File: config.mk
export PLATFORM = sky130hd
export DESIGN_NAME = al_cmd_delay
export DESIGN_NICKNAME = d
export VERILOG_FILES = /design/src/rtl/al_pkg.sv /design/src/rtl/al_cfg_reg.sv /design/src/rtl/al_delay_line.sv /design/src/rtl/al_cmd_delay.sv
export SDC_FILE = /design/constraint.sdc
export NUM_CORES = 1
export LEC_CHECK = 0
export BUFFER_PORTS_ARGS = -buffer_cell sky130_fd_sc_hd__buf_2
export CAP_MARGIN = 5
export CORE_MARGIN = 4
export CORE_UTILIZATION = 62
export DETAILED_ROUTE_END_ITERATION = 10
export PLACE_DENSITY = 0.76
export SYNTH_ARGS = -nofsm -noshare
export SYNTH_HDL_FRONTEND = slang
export SYNTH_HIERARCHICAL = 1
export SYNTH_SLANG_ARGS = --single-unit
File: constraint.sdc
create_clock -name clk -period 3.9 [get_ports clk]
set_input_delay 0.195 -clock clk [delete_from_list [all_inputs] [get_ports clk]]
set_output_delay 0.195 -clock clk [all_outputs]
set_load 0.02 [all_outputs]
File: src/rtl/al_pkg.sv
package al_pkg;
  localparam int LAT_W = 6;
  typedef logic [LAT_W-1:0] lat_t;

  // Mode code to additive latency: 00 -> 0, 01 -> CL-1, 10 -> CL-2.
  function automatic lat_t al_from_code(input logic [1:0] code, input lat_t cl);
    case (code)
      2'b01:   return cl - lat_t'(1);
      2'b10:   return cl - lat_t'(2);
      default: return '0;
    endcase
  endfunction

  function automatic lat_t lat_sum(input lat_t a, input lat_t b);
    return a + b;
  endfunction
endpackage

File: src/rtl/al_cfg_reg.sv
module al_cfg_reg
  import al_pkg::*;
#(
  parameter int CL_IN_W = 4,
  parameter int MIN_CL  = 5,
  parameter int MAX_CL  = 14,
  parameter int MIN_CWL = 5,
  parameter int MAX_CWL = 10
) (
  input  logic               clk,
  input  logic               rst_n,
  input  logic               cfg_wr,
  input  logic [1:0]         code,
  input  logic [CL_IN_W-1:0] cl_in,
  input  logic [CL_IN_W-1:0] cwl_in,
  input  logic               busy,
  output lat_t               al_q,
  output lat_t               cl_q,
  output lat_t               cwl_q,
  output logic               err_q
);
  logic code_ok, cl_ok, cwl_ok, accept;

  assign code_ok = (code != 2'b11);
  assign cl_ok   = (cl_in >= CL_IN_W'(MIN_CL)) && (cl_in <= CL_IN_W'(MAX_CL));
  assign cwl_ok  = (cwl_in >= CL_IN_W'(MIN_CWL)) && (cwl_in <= CL_IN_W'(MAX_CWL));
  assign accept  = cfg_wr && code_ok && cl_ok && cwl_ok && !busy;

  always_ff @(posedge clk or negedge rst_n) begin
    if (!rst_n) begin
      al_q  <= '0;
      cl_q  <= lat_t'(MIN_CL);
      cwl_q <= lat_t'(MIN_CWL);
      err_q <= 1'b0;
    end else begin
      err_q <= cfg_wr && !accept;
      if (accept) begin
        al_q  <= al_from_code(code, lat_t'(cl_in));
        cl_q  <= lat_t'(cl_in);
        cwl_q <= lat_t'(cwl_in);
      end
    end
  end

  // reserved code keeps settings and flags an error
  p_rsv_keep_r2: assert property (@(posedge clk) disable iff (!rst_n)
    (cfg_wr && code == 2'b11) |=> (err_q && $stable(al_q) && $stable(cl_q) && $stable(cwl_q)));

  // update while in flight is refused
  p_busy_reject_r7: assert property (@(posedge clk) disable iff (!rst_n)
    (cfg_wr && busy) |=> (err_q && $stable(al_q) && $stable(cl_q) && $stable(cwl_q)));

  // out-of-range latency is refused
  p_range_reject_r8: assert property (@(posedge clk) disable iff (!rst_n)
    (cfg_wr && (cl_in < CL_IN_W'(MIN_CL) || cwl_in > CL_IN_W'(MAX_CWL))) |=> err_q);
endmodule

File: src/rtl/al_delay_line.sv
module al_delay_line
  import al_pkg::*;
#(
  parameter int DEPTH = 13,
  parameter int W     = 16
) (
  input  logic         clk,
  input  logic         rst_n,
  input  lat_t         tap,
  input  logic         in_valid,
  input  logic [W-1:0] in_data,
  output logic         out_valid,
  output logic [W-1:0] out_data,
  output logic         busy
);
  localparam int IDX_W = (DEPTH > 1) ? $clog2(DEPTH) : 1;

  logic [DEPTH-1:0] v_q, v_d;
  logic [W-1:0]     d_q [DEPTH];
  logic [W-1:0]     d_d [DEPTH];
  logic [IDX_W-1:0] sel;

  // A stage holds an entry only while it lies before the output tap,
  // so an entry already delivered can never reach a later tap.
  for (genvar i = 0; i < DEPTH; i++) begin : g_stage
    logic         src_v;
    logic [W-1:0] src_d;
    if (i == 0) begin : g_head
      assign src_v = in_valid;
      assign src_d = in_data;
    end else begin : g_link
      assign src_v = v_q[i-1];
      assign src_d = d_q[i-1];
    end
    assign v_d[i] = src_v && (lat_t'(i) < tap);
    assign d_d[i] = src_d;
  end

  always_ff @(posedge clk or negedge rst_n) begin
    if (!rst_n) begin
      v_q <= '0;
      for (int k = 0; k < DEPTH; k++) d_q[k] <= '0;
    end else begin
      v_q <= v_d;
      d_q <= d_d;
    end
  end

  assign sel       = IDX_W'(tap - lat_t'(1));
  assign out_valid = (tap == '0) ? in_valid : v_q[sel];
  assign out_data  = (tap == '0) ? in_data  : d_q[sel];
  assign busy      = |v_q;

  // the configuration block never hands over a tap past the end
  p_tap_range_r8: assert property (@(posedge clk) disable iff (!rst_n)
    tap <= lat_t'(DEPTH));
endmodule

File: src/rtl/al_cmd_delay.sv
module al_cmd_delay
  import al_pkg::*;
#(
  parameter int ADDR_W  = 14,
  parameter int CL_IN_W = 4,
  parameter int MIN_CL  = 5,
  parameter int MAX_CL  = 14,
  parameter int MIN_CWL = 5,
  parameter int MAX_CWL = 10
) (
  input  logic               clk,
  input  logic               rst_n,
  input  logic               cmd_valid,
  input  logic               cmd_is_wr,
  input  logic               cmd_ap,
  input  logic [ADDR_W-1:0]  cmd_addr,
  input  logic               cfg_wr,
  input  logic [1:0]         cfg_al_code,
  input  logic [CL_IN_W-1:0] cfg_cl,
  input  logic [CL_IN_W-1:0] cfg_cwl,
  output logic               int_valid,
  output logic               int_is_wr,
  output logic               int_ap,
  output logic [ADDR_W-1:0]  int_addr,
  output logic               rd_data_start,
  output logic               wr_data_start,
  output logic               cfg_err
);
  localparam int MAX_AL   = MAX_CL - 1;
  localparam int RD_DEPTH = MAX_AL + MAX_CL;
  localparam int WR_DEPTH = MAX_AL + MAX_CWL;
  localparam int CMD_W    = ADDR_W + 2;

  lat_t al_q, cl_q, cwl_q, rl, wl;
  logic cmd_busy, rd_busy, wr_busy, busy_any;
  logic rd_v, rd_d, wr_v, wr_d;
  logic [CMD_W-1:0] cmd_out;

  assign rl = lat_sum(al_q, cl_q);
  assign wl = lat_sum(al_q, cwl_q);
  assign busy_any = cmd_valid || cmd_busy || rd_busy || wr_busy;

  al_cfg_reg #(
    .CL_IN_W(CL_IN_W), .MIN_CL(MIN_CL), .MAX_CL(MAX_CL),
    .MIN_CWL(MIN_CWL), .MAX_CWL(MAX_CWL)
  ) i_cfg (
    .clk(clk), .rst_n(rst_n), .cfg_wr(cfg_wr), .code(cfg_al_code),
    .cl_in(cfg_cl), .cwl_in(cfg_cwl), .busy(busy_any),
    .al_q(al_q), .cl_q(cl_q), .cwl_q(cwl_q), .err_q(cfg_err)
  );

  al_delay_line #(.DEPTH(MAX_AL), .W(CMD_W)) i_cmd_line (
    .clk(clk), .rst_n(rst_n), .tap(al_q), .in_valid(cmd_valid),
    .in_data({cmd_is_wr, cmd_ap, cmd_addr}),
    .out_valid(int_valid), .out_data(cmd_out), .busy(cmd_busy)
  );

  al_delay_line #(.DEPTH(RD_DEPTH), .W(1)) i_rd_line (
    .clk(clk), .rst_n(rst_n), .tap(rl), .in_valid(cmd_valid && !cmd_is_wr),
    .in_data(1'b1), .out_valid(rd_v), .out_data(rd_d), .busy(rd_busy)
  );

  al_delay_line #(.DEPTH(WR_DEPTH), .W(1)) i_wr_line (
    .clk(clk), .rst_n(rst_n), .tap(wl), .in_valid(cmd_valid && cmd_is_wr),
    .in_data(1'b1), .out_valid(wr_v), .out_data(wr_d), .busy(wr_busy)
  );

  assign {int_is_wr, int_ap, int_addr} = cmd_out;
  assign rd_data_start = rd_v && rd_d;
  assign wr_data_start = wr_v && wr_d;

  // nothing leaves when nothing is stored and nothing arrives
  p_idle_quiet_r3: assert property (@(posedge clk) disable iff (!rst_n)
    !(cmd_valid || cmd_busy || rd_busy || wr_busy) |-> !(int_valid || rd_data_start || wr_data_start));

  // a read strobe only fires while the read line holds an entry
  p_rd_src_r5: assert property (@(posedge clk) disable iff (!rst_n)
    rd_data_start |-> rd_busy);

  // a write strobe only fires while the write line holds an entry
  p_wr_src_r6: assert property (@(posedge clk) disable iff (!rst_n)
    wr_data_start |-> wr_busy);
endmodule

==> results.json, run 1 <==
{
  "r2r-start": "i_rd_line/v_q[0]",
  "cts-root-buf": "clkbuf_16",
  "seqPwrFrac_pct": 45.8,
  "io_pins": 50,
  "syn-instance-count": 1027,
  "worstHoldPathCells": 2,
  "grt_first_pass_wirelength_mm": 48.3,
  "rows": 54,
  "end_kind": "output pin",
  "grt_pass1_vias": 9194,
  "violations": "setup timing",
  "fin_ws_ns": -0.00321,
  "netlist_area_mm2": 0.0141,
  "hpwl_mm": 18.2,
  "p_leak_nw": 6.95,
  "finalCritPeriodShare_pct": 100,
  "place_ws_ns": 0.231,
  "p_comb_share_pct": 16.2,
  "path_clk_slew_ns": 0.06,
  "synth_edf_count": 0,
  "slew_headroom_pct": 28.5,
  "antenna_found_initial": 0,
  "rsz0062_at_grt": "yes",
  "clockBufferDepth": 3,
  "h-tree-depth": 2,
  "p_total_w": 0.00817,
  "postSynthAreaPerCell_um2": 13.7,
  "cp_slowest_stage_delay_ns": 0.44,
  "power.density_mw_per_mm2": 508,
  "yosysSeqAreaShare_pct": 59.7,
  "grt_max_degree": 150,
  "crit_slowest_cell": "dfrtp_2",
  "final_common_cell": "dfrtp_1",
  "worstMarginPinSlew_ns": 1.07,
  "die_w_um": 159,
  "routedWlPerCell_um": 20.2,
  "cts_made_buffers": 34,
  "n_antenna_cell": 0,
  "min-delay-start": "cmd_valid",
  "synthArstFlopShare_pct": 100,
  "io_buffers": 49,
  "ir_worst_vdd_uv": 333,
  "fill_cells": 1405,
  "p_int_w": 0.00605,
  "grt.overflow.total": 0,
  "fp.dieH_um": 159,
  "min_to": "i_cmd_line/v_q[0]",
  "drv_cap": 0,
  "rr_endpoint": "i_cfg/al_q[0]",
  "ys_warn_count": 6,
  "layout_common_cells": "dfrtp_1, mux2i_1, nand3_1",
  "drc_errors": 0,
  "synth_top_area_share_pct": 58.9,
  "worst_ep_arrival_time_ns": 3.71,
  "slew_viol_final": 0,
  "place_congestion": 0.931,
  "cts.sinks": 335,
  "cp_max_fo": 7,
  "crit_type": "flop to output pin",
  "initial_utilization_pct": 63.8,
  "max_freq_mhz": 256,
  "drt_first_pass_iters": 6,
  "clock_latency_ns": 0.51,
  "dieArea_mm2": 0.0251,
  "ant_nets": 0,
  "switching_share_pct": 25.9,
  "grt.total_usage_pct": 24.2,
  "synth_cell_types": 80,
  "fin_crit_ns": 3.90,
  "wirelength_mm": 28.8,
  "skew_ns": 0.00953,
  "setup_viol": 1,
  "path_cells": "ha_4 -> fa_1 -> a21o_1 -> a21oi_1 -> xnor2_2 -> buf_4 -> nor4b_1 -> a31oi_1 -> o22ai_1 -> and3_1 -> or4_1 -> and2_1 -> buf_2",
  "hold_viol": 0,
  "cts_tree": "yes",
  "cp.depth": 13,
  "vias": 8763,
  "final_nets": 1179,
  "p_clk_share_pct": 38.0,
  "hp-class": "input port to flop",
  "crit_family": "simple AND/OR/NAND/NOR gates",
  "first_iter_violations": 788,
  "synth_top_flop_cell": "dfrtp_1",
  "path_buf_inv": 2,
  "start_kind": "flop",
  "layout-drive-gt1-share_pct": 20.1,
  "rr_worst_depth": 9,
  "ys_ff_latch": 335,
  "synth_area_leaders": "dfrtp_1, mux2i_1, mux4_1, mux4_2, nand3_1",
  "p_sw_w": 0.00211,
  "regToRegSetupSlack_ns": 0.98,
  "core_area_mm2": 0.0220,
  "critPathRequiredTime_ns": 3.70,
  "synth_top_cell_by_area": "dfrtp_1",
  "status": "complete, but fails checks",
  "vias_per_cell": 6.14,
  "area_delta_synth_final_pct": 14.3
}
## registers in the layout, indices dropped and copies added (netlist names)
| signal | flops |
|---|---|
| i_rd_line/v_q | 27 |
| i_rd_line/g_stage.src_d | 26 |
| i_rd_line/d_q | 1 |
| i_cfg/err_q | 1 |
| i_cmd_line/g_stage.src_d | 192 |
| i_wr_line/d_q | 1 |
| i_cfg/al_q | 5 |
| i_cmd_line/v_q | 13 |
| i_cfg/cl_q | 4 |
| i_wr_line/v_q | 23 |
| i_cmd_line/d_q | 16 |
| i_wr_line/g_stage.src_d | 22 |
| i_cfg/cwl_q | 4 |
## through the flow
stage / utilization, % / instances / cell area [um2] / hold slack (ns) / TNS [ns]
2_1_floorplan: - / 1033 / 14100 / -0.101 / 0
3_3_place_gp: 66.5 / 1340 / 14700 / 0.320 / 0
3_5_place_dp: 66.5 / 1340 / 14700 / 0.321 / 0
4_1_cts: 72.7 / 1427 / 16000 / 0.00382 / -0.00521
5_1_grt: 72.9 / 1427 / 16100 / 0.0196 / -0.153
6_report: 72.9 / 1427 / 16100 / 0.0284 / -0.00321
## Yosys cell counts (all sizes together) (2+ instances only)
cell type / count
and2: 10
o21bai: 2
nor3: 11
nor2: 27
fa: 2
a2bb2oi: 2
dfrtp: 331
nor4b: 2
buf: 45
a21boi: 30
nor2b: 22
nand2b: 5
o21ai: 34
o211ai: 2
ha: 25
xor2: 9
xnor2: 8
and4: 2
mux4: 39
a211oi: 5
nand3b: 2
a21o: 5
nand4: 20
or4: 3
inv: 20
a32oi: 2
o21a: 12
mux2i: 78
o22ai: 4
a31oi: 6
nor3b: 18
nor4: 16
nand2: 23
a22oi: 35
mux2: 17
o31a: 8
or3: 2
clkbuf: 21
conb: 2
dfstp: 4
a21oi: 24
nand3: 76
or2: 4
## routing by layer
layer / wire length, um / GRT usage, % / up-vias / share of wire, %
li1: - / - / 3962 / -
met1: 13300 / 36.3 / 4485 / 46
met2: 13600 / 37.5 / 262 / 47
met3: 1350 / 3.94 / 54 / 4.7
met4: 596 / 6.86 / 0 / 2.1
met5: 0 / 0 / - / 0
## what timing repair did
action / CTS / global route
cloned: 0 / 0
setup buffers: 3 / 0
endpoints found under the setup margin: 3 / 12
pin swaps: 1 / 0
hold buffers: 23 / 0
hold endpoints to repair: 168 / 0
gates resized for setup: 9 / 6
## worst reg2reg max path, cell delays in order, from the launching register on
cell and delay, ns:
dfrtp_1 0.44, nor4_1 0.34, and4_1 0.25, nand4_1 0.12, or4_1 0.52, nor2_1 0.14, o311ai_2 0.14, a211oi_4 0.21
buf_4 0.28, mux2_2 0.37
## cells by family after synthesis
logic type | count (synthesis) | share of synthesized area [%]
flops | 335 | 59.7
simple gates | 247 | 9.95
compound gates | 178 | 9.21
mux | 134 | 13.8
buf+inv | 87 | 3.69
fa+ha+maj | 27 | 2.51
xor+xnor | 17 | 1.06
other cells | 2 | 0.0534
## power by group through the flow
stage / clock, W / combinational, W / sequential, W
5_1_grt: 0.00334 / 0.00143 / 0.00376
4_1_cts: 0.00320 / 0.00129 / 0.00374
3_5_place_dp: 0 / 0.00125 / 0.00380
3_3_place_gp: 0 / 0.00123 / 0.00379
2_1_floorplan: 0 / 0.000924 / 0.00377
6_report: 0.00311 / 0.00132 / 0.00374
## final cells by class
class	count	area, um2	share of cell area (%)
flip-flops and latches	335	8390	52.2
repair buffers	119	892	5.55
well taps	280	350	2.18
clock buffers	54	1010	6.27
inverters	21	86.3	0.537
clock inverters	7	63.8	0.397
multi-input cells	611	5280	32.8
## how the worst max path moves through the flow
stage	slack, ns	to	startpoint
detailed placement	0.23	wr_data_start	i_cfg/cwl_q[0]
global placement	0.39	wr_data_start	i_cfg/al_q[0]
CTS	-0.005	wr_data_start	i_cfg/cwl_q[0]
finish	-0.003	wr_data_start	i_cfg/al_q[0]
floorplan	0.51	wr_data_start	i_cfg/al_q[0]
global route	-0.15	wr_data_start	i_cfg/al_q[0]
(Power assumes the default switching activity.)
==> run 2: changes to the inputs <==
--- a/config.mk
+++ b/config.mk
@@ -8,9 +8,10 @@
 export BUFFER_PORTS_ARGS = -buffer_cell sky130_fd_sc_hd__buf_2
 export CAP_MARGIN = 5
 export CORE_MARGIN = 4
-export CORE_UTILIZATION = 62
+export CORE_UTILIZATION = 64
+export CTS_BUF_LIST = sky130_fd_sc_hd__clkbuf_2
 export DETAILED_ROUTE_END_ITERATION = 10
-export PLACE_DENSITY = 0.76
+export PLACE_DENSITY = 0.78
 export SYNTH_ARGS = -nofsm -noshare
 export SYNTH_HDL_FRONTEND = slang
 export SYNTH_HIERARCHICAL = 1
==> results.json, run 2 (synthesis results as in run 1) <==
{
  "vias": 9275,
  "violations": "setup timing",
  "grt_pass1_vias": 9772,
  "cts_made_buffers": 80,
  "fin_util_pct": 76.9,
  "drt_first_pass_iters": 5,
  "initial_utilization_pct": 66.0,
  "grt.overflow.total": 0,
  "max_freq_mhz": 247,
  "h-tree-depth": 3,
  "clock_latency_ns": 0.82,
  "start_kind": "flop",
  "cts_tree": "yes",
  "hp-class": "input port to flop",
  "die_w_um": 156,
  "drc_errors": 0,
  "worstMarginPinSlew_ns": 0.649,
  "skew_ns": 0.0424,
  "cts-root-buf": "clkbuf_2",
  "fin_crit_ns": 4.05,
  "layout-drive-gt1-share_pct": 28.1,
  "core_area_mm2": 0.0213,
  "tns_ns": -0.274,
  "path_clk_slew_ns": 0.10,
  "p_leak_nw": 7.25,
  "critPathRequiredTime_ns": 3.70,
  "grt_first_pass_wirelength_mm": 49.1,
  "crit_type": "flop to output pin",
  "largest_reg_flops": 192,
  "power.density_mw_per_mm2": 455,
  "rsz0062_at_grt": "yes",
  "final_common_cell": "dfrtp_1",
  "final_nets": 1271,
  "end_kind": "output pin",
  "status": "complete, but fails checks",
  "first_iter_violations": 770,
  "area_delta_synth_final_pct": 16.4,
  "regToRegSetupSlack_ns": 0.52,
  "ant_nets": 0,
  "slew_viol_final": 0,
  "routedWlPerCell_um": 19.7,
  "dieArea_mm2": 0.0244,
  "hpwl_mm": 17.7,
  "cp_max_fo": 6,
  "rows": 53,
  "worstHoldPathCells": 2,
  "grt_max_degree": 120,
  "fin_ws_ns": -0.150,
  "antenna_found_initial": 1,
  "setup_viol": 2,
  "hold_viol": 0,
  "ir_worst_vdd_uv": 219,
  "io_pins": 50,
  "cts.sinks": 335,
  "clockBufferDepth": 3,
  "fp.dieH_um": 156,
  "io_buffers": 49,
  "wirelength_mm": 30.4,
  "slew_headroom_pct": 56.7,
  "layout_common_cells": "dfrtp_1, clkbuf_2, mux2i_1",
  "place_congestion": 0.874,
  "finalCritPeriodShare_pct": 104,
  "vias_per_cell": 6.00,
  "worst_ep_arrival_time_ns": 3.86,
  "drv_cap": 0,
  "rr_worst_depth": 10,
  "grt.total_usage_pct": 25.1
}
## run 2: changes by cell type in the layout (fill, tap and decap cells not counted), moves of 5 or more
cell	previous run	this run
buf_6	1	7
buf_4	42	52
mux4_2	21	26
dlygate4sd3_1	23	49
a21oi_1	22	17
clkinv_2	5	0
clkbuf_8	6	0
clkinv_1	1	13
clkbuf_16	35	2
mux4_1	18	13
clkbuf_1	13	0
clkbuf_2	0	125
## run 2: area by class of cell
| cell class | count | area, um2 |
|---|---|---|
| Inverter | 21 | 86.3 |
| Timing Repair Buffer | 164 | 1420 |
| Fill cell | 1295 | 4920 |
| Sequential cell | 335 | 8390 |
| Tap cell | 275 | 344 |
| Clock inverter | 14 | 78.8 |
| Antenna cell | 1 | 2.50 |
| Clock buffer | 125 | 626 |
| Multi-Input combinational cell | 612 | 5420 |
## run 2: per-stage QoR
| step | cell area [um2] | std cells | worst slack (ns) | hold slack, ns | total power (W) |
|---|---|---|---|---|---|
| 2_1_floorplan | 14100 | 1033 | 0.511 | -0.101 | 0.00469 |
| 6_report | 16400 | 1547 | -0.150 | 0.169 | 0.00745 |
| 3_5_place_dp | 14600 | 1331 | 0.366 | 0.208 | 0.00503 |
| 3_3_place_gp | 14600 | 1331 | 0.389 | 0.200 | 0.00500 |
| 4_1_cts | 16200 | 1536 | -0.220 | 0.00319 | 0.00744 |
| 5_1_grt | 16400 | 1547 | -0.330 | 0.0631 | 0.00785 |
## run 2: where the power goes
| part | switching (W) | internal [W] |
|---|---|---|
| clock | 0.00131 | 0.000899 |
| combinational | 0.000803 | 0.000696 |
| sequential | 0.0000999 | 0.00364 |
## run 2: worst paths after layout
kind | endpoint | startpoint
worst min register to register | i_cmd_line/g_stage[10].src_d[14] | i_cmd_line/g_stage[9].src_d[14]
max in group asynchronous | i_cfg/al_q[0] | rst_n
worst min-delay path | i_cmd_line/g_stage[1].src_d[15] | cmd_is_wr
min in group asynchronous | i_cmd_line/g_stage[11].src_d[13] | rst_n
worst max register to register | i_cfg/cwl_q[3] | i_rd_line/v_q[0]
worst max-delay path | rd_data_start | i_cfg/al_q[0]
## run 2: routing by layer
| layer | up-vias | track usage [%] | part of all wire (%) |
|---|---|---|---|
| met4 | 0 | 8.80 | 2.2 |
| met5 | - | 0 | 0 |
| met3 | 74 | 5.44 | 5.9 |
| met1 | 4646 | 36.3 | 44 |
| li1 | 4197 | - | - |
| met2 | 358 | 38.7 | 48 |
## run 2: repair_timing
action                                  4_1_cts  5_1_grt
endpoints found under the setup margin       19       19
pin swaps                                    14       13
resized for setup                            48       20
gates cloned                                  1        2
endpoints found under the hold margin       364        1
setup buffers                                16        7
hold buffers                                 49        1
## run 2: critical path: stages (launching register included)
cell      delay, ns
dfrtp_2        0.45
buf_4          0.15
ha_4           0.16
fa_2           0.55
inv_2          0.06
ha_4           0.32
buf_12         0.14
mux4_1         0.53
mux2i_1        0.22
a211oi_2       0.11
o31a_1         0.11
and2_4         0.14
buf_6          0.12
==> run 3: changes to the inputs <==
--- a/config.mk
+++ b/config.mk
@@ -12,6 +12,7 @@
 export CTS_BUF_LIST = sky130_fd_sc_hd__clkbuf_2
 export DETAILED_ROUTE_END_ITERATION = 10
 export PLACE_DENSITY = 0.78
+export RECOVER_POWER = 50
 export SYNTH_ARGS = -nofsm -noshare
 export SYNTH_HDL_FRONTEND = slang
 export SYNTH_HIERARCHICAL = 1
==> results.json, run 3 (synthesis results as in run 1) <==
{
  "status": "complete, but fails checks",
  "violations": "capacitance limit, slew limit, setup timing",
  "tns_ns": -0.273,
  "rr_worst_depth": 9,
  "vias_per_cell": 6.03,
  "area_delta_synth_final_pct": 15.9,
  "ant_nets": 0,
  "drc_errors": 0,
  "rr_endpoint": "i_cfg/cwl_q[3]",
  "setup_viol": 2,
  "initial_utilization_pct": 66.0,
  "worst_ep_arrival_time_ns": 3.84,
  "grt_pass1_vias": 9772,
  "antenna_found_initial": 1,
  "regToRegSetupSlack_ns": 0.50,
  "r2r-start": "i_rd_line/v_q[8]",
  "slew_headroom_pct": -55.1,
  "io_buffers": 49,
  "grt.overflow.total": 0,
  "end_kind": "output pin",
  "cts_made_buffers": 80,
  "io_pins": 50,
  "wirelength_mm": 30.3,
  "dieArea_mm2": 0.0244,
  "max_freq_mhz": 248,
  "cp_max_fo": 6,
  "die_w_um": 156,
  "worstMarginPinSlew_ns": 2.33,
  "largest_reg_flops": 192,
  "start_kind": "flop",
  "layout_common_cells": "dfrtp_1, clkbuf_2, mux2i_1",
  "slew_viol_final": 219,
  "skew_ns": 0.0372,
  "grt_first_pass_wirelength_mm": 49.1,
  "rows": 53,
  "layout.cells.non_filler": 1547,
  "path_clk_slew_ns": 0.10,
  "grt.total_usage_pct": 25.1,
  "layout-drive-gt1-share_pct": 26.8,
  "clock_latency_ns": 0.83,
  "first_iter_violations": 787,
  "p_leak_nw": 7.19,
  "dp.cells": 1331,
  "crit_end": "rd_data_start",
  "drv_cap": 3,
  "drt_first_pass_iters": 5,
  "vias": 9323,
  "place_congestion": 0.874,
  "finalCritPeriodShare_pct": 104,
  "cts_tree": "yes",
  "crit_type": "flop to output pin",
  "h-tree-depth": 3,
  "rsz0062_at_grt": "yes",
  "crit_path_start": "i_cfg/al_q[0]",
  "ir_worst_vdd_uv": 220,
  "final_common_cell": "dfrtp_1",
  "fill_cells": 1314,
  "clockBufferDepth": 3,
  "hp-class": "input port to flop",
  "fin_crit_ns": 4.04,
  "grt_max_degree": 120,
  "cts.sinks": 335,
  "power.density_mw_per_mm2": 456,
  "final_nets": 1271,
  "fp.dieH_um": 156,
  "cts-root-buf": "clkbuf_2",
  "core_area_mm2": 0.0213,
  "hpwl_mm": 17.7,
  "critPathRequiredTime_ns": 3.70,
  "hold_viol": 0,
  "fin_ws_ns": -0.139,
  "routedWlPerCell_um": 19.6
}
[run 3: cell count changes in the layout (fill, tap and decap cells not counted), sizes merged]
cell / delta
buf: -18
clkbuf: +18
[run 3: metal layers]
layer	vias up	wire length, um	global-route usage (%)
met3	78	1720	5.44
met2	369	14600	38.7
met1	4681	13300	36.3
met4	0	731	8.80
li1	4195	-	-
met5	-	0	0
[run 3: layout make-up]
type | instances | area, um2 | share of cell area [%]
antenna | 1 | 2.50 | 0.0154
clock buffer | 125 | 626 | 3.84
clock inverter | 14 | 78.8 | 0.484
inverter | 21 | 86.3 | 0.530
multi-input combinational | 612 | 5420 | 33.3
sequential | 335 | 8390 | 51.5
tap | 275 | 344 | 2.11
timing repair buffer | 164 | 1350 | 8.27
[run 3: timing repair]
| action | CTS | global route |
|---|---|---|
| setup buffers | 16 | 7 |
| pin swaps | 14 | 13 |
| cloned | 1 | 2 |
| endpoints found under the setup margin | 19 | 19 |
| resized for setup | 48 | 20 |
| endpoints found under the hold margin | 364 | 1 |
| hold buffers | 49 | 1 |
[run 3: worst max-delay path, stage by stage, from the launching register on]
cell and delay, ns:
dfrtp_2 0.45, buf_4 0.15, ha_4 0.16, fa_2 0.55, inv_2 0.06, ha_4 0.31
buf_12 0.13, mux4_1 0.53, mux2i_1 0.22, a211oi_2 0.11, o31a_1 0.11, and2_4 0.14
buf_6 0.12
[run 3: stage by stage]
stage	worst slack [ns]	hold WS, ns	total power (W)	utilization (%)	cell area [um2]
after floorplan	0.511	-0.101	0.00469	-	14100
after global placement	0.389	0.200	0.00500	68.6	14600
after detailed placement	0.366	0.208	0.00503	68.6	14600
after CTS	-0.220	0.00319	0.00744	75.9	16200
after global routing	-0.330	0.127	0.00784	76.5	16300
final	-0.139	0.213	0.00743	76.5	16300
[run 3: worst min-delay path by stage]
stage | depth (start not counted) | from | slack, ns | endpoint
finish | 3 | cfg_cwl[1] | 0.21 | i_cfg/cwl_q[1]
detailed placement | 1 | rst_n | 0.21 | i_cmd_line/g_stage[4].src_d[13]
floorplan | 0 | rst_n | -0.10 | i_cfg/al_q[0]
global placement | 1 | rst_n | 0.20 | i_cmd_line/g_stage[4].src_d[13]
global route | 3 | cfg_wr | 0.13 | i_cfg/err_q
CTS | 2 | cmd_addr[0] | 0.003 | i_cmd_line/g_stage[1].src_d[0]
[run 3: report_power, final]
| group | internal [W] | switching (W) | total, W | leakage [nW] |
|---|---|---|---|---|
| logic | 0.000688 | 0.000800 | 0.00149 | 2.59 |
| clock network | 0.000899 | 0.00131 | 0.00221 | 0.556 |
| registers | 0.00364 | 0.0000999 | 0.00374 | 4.04 |
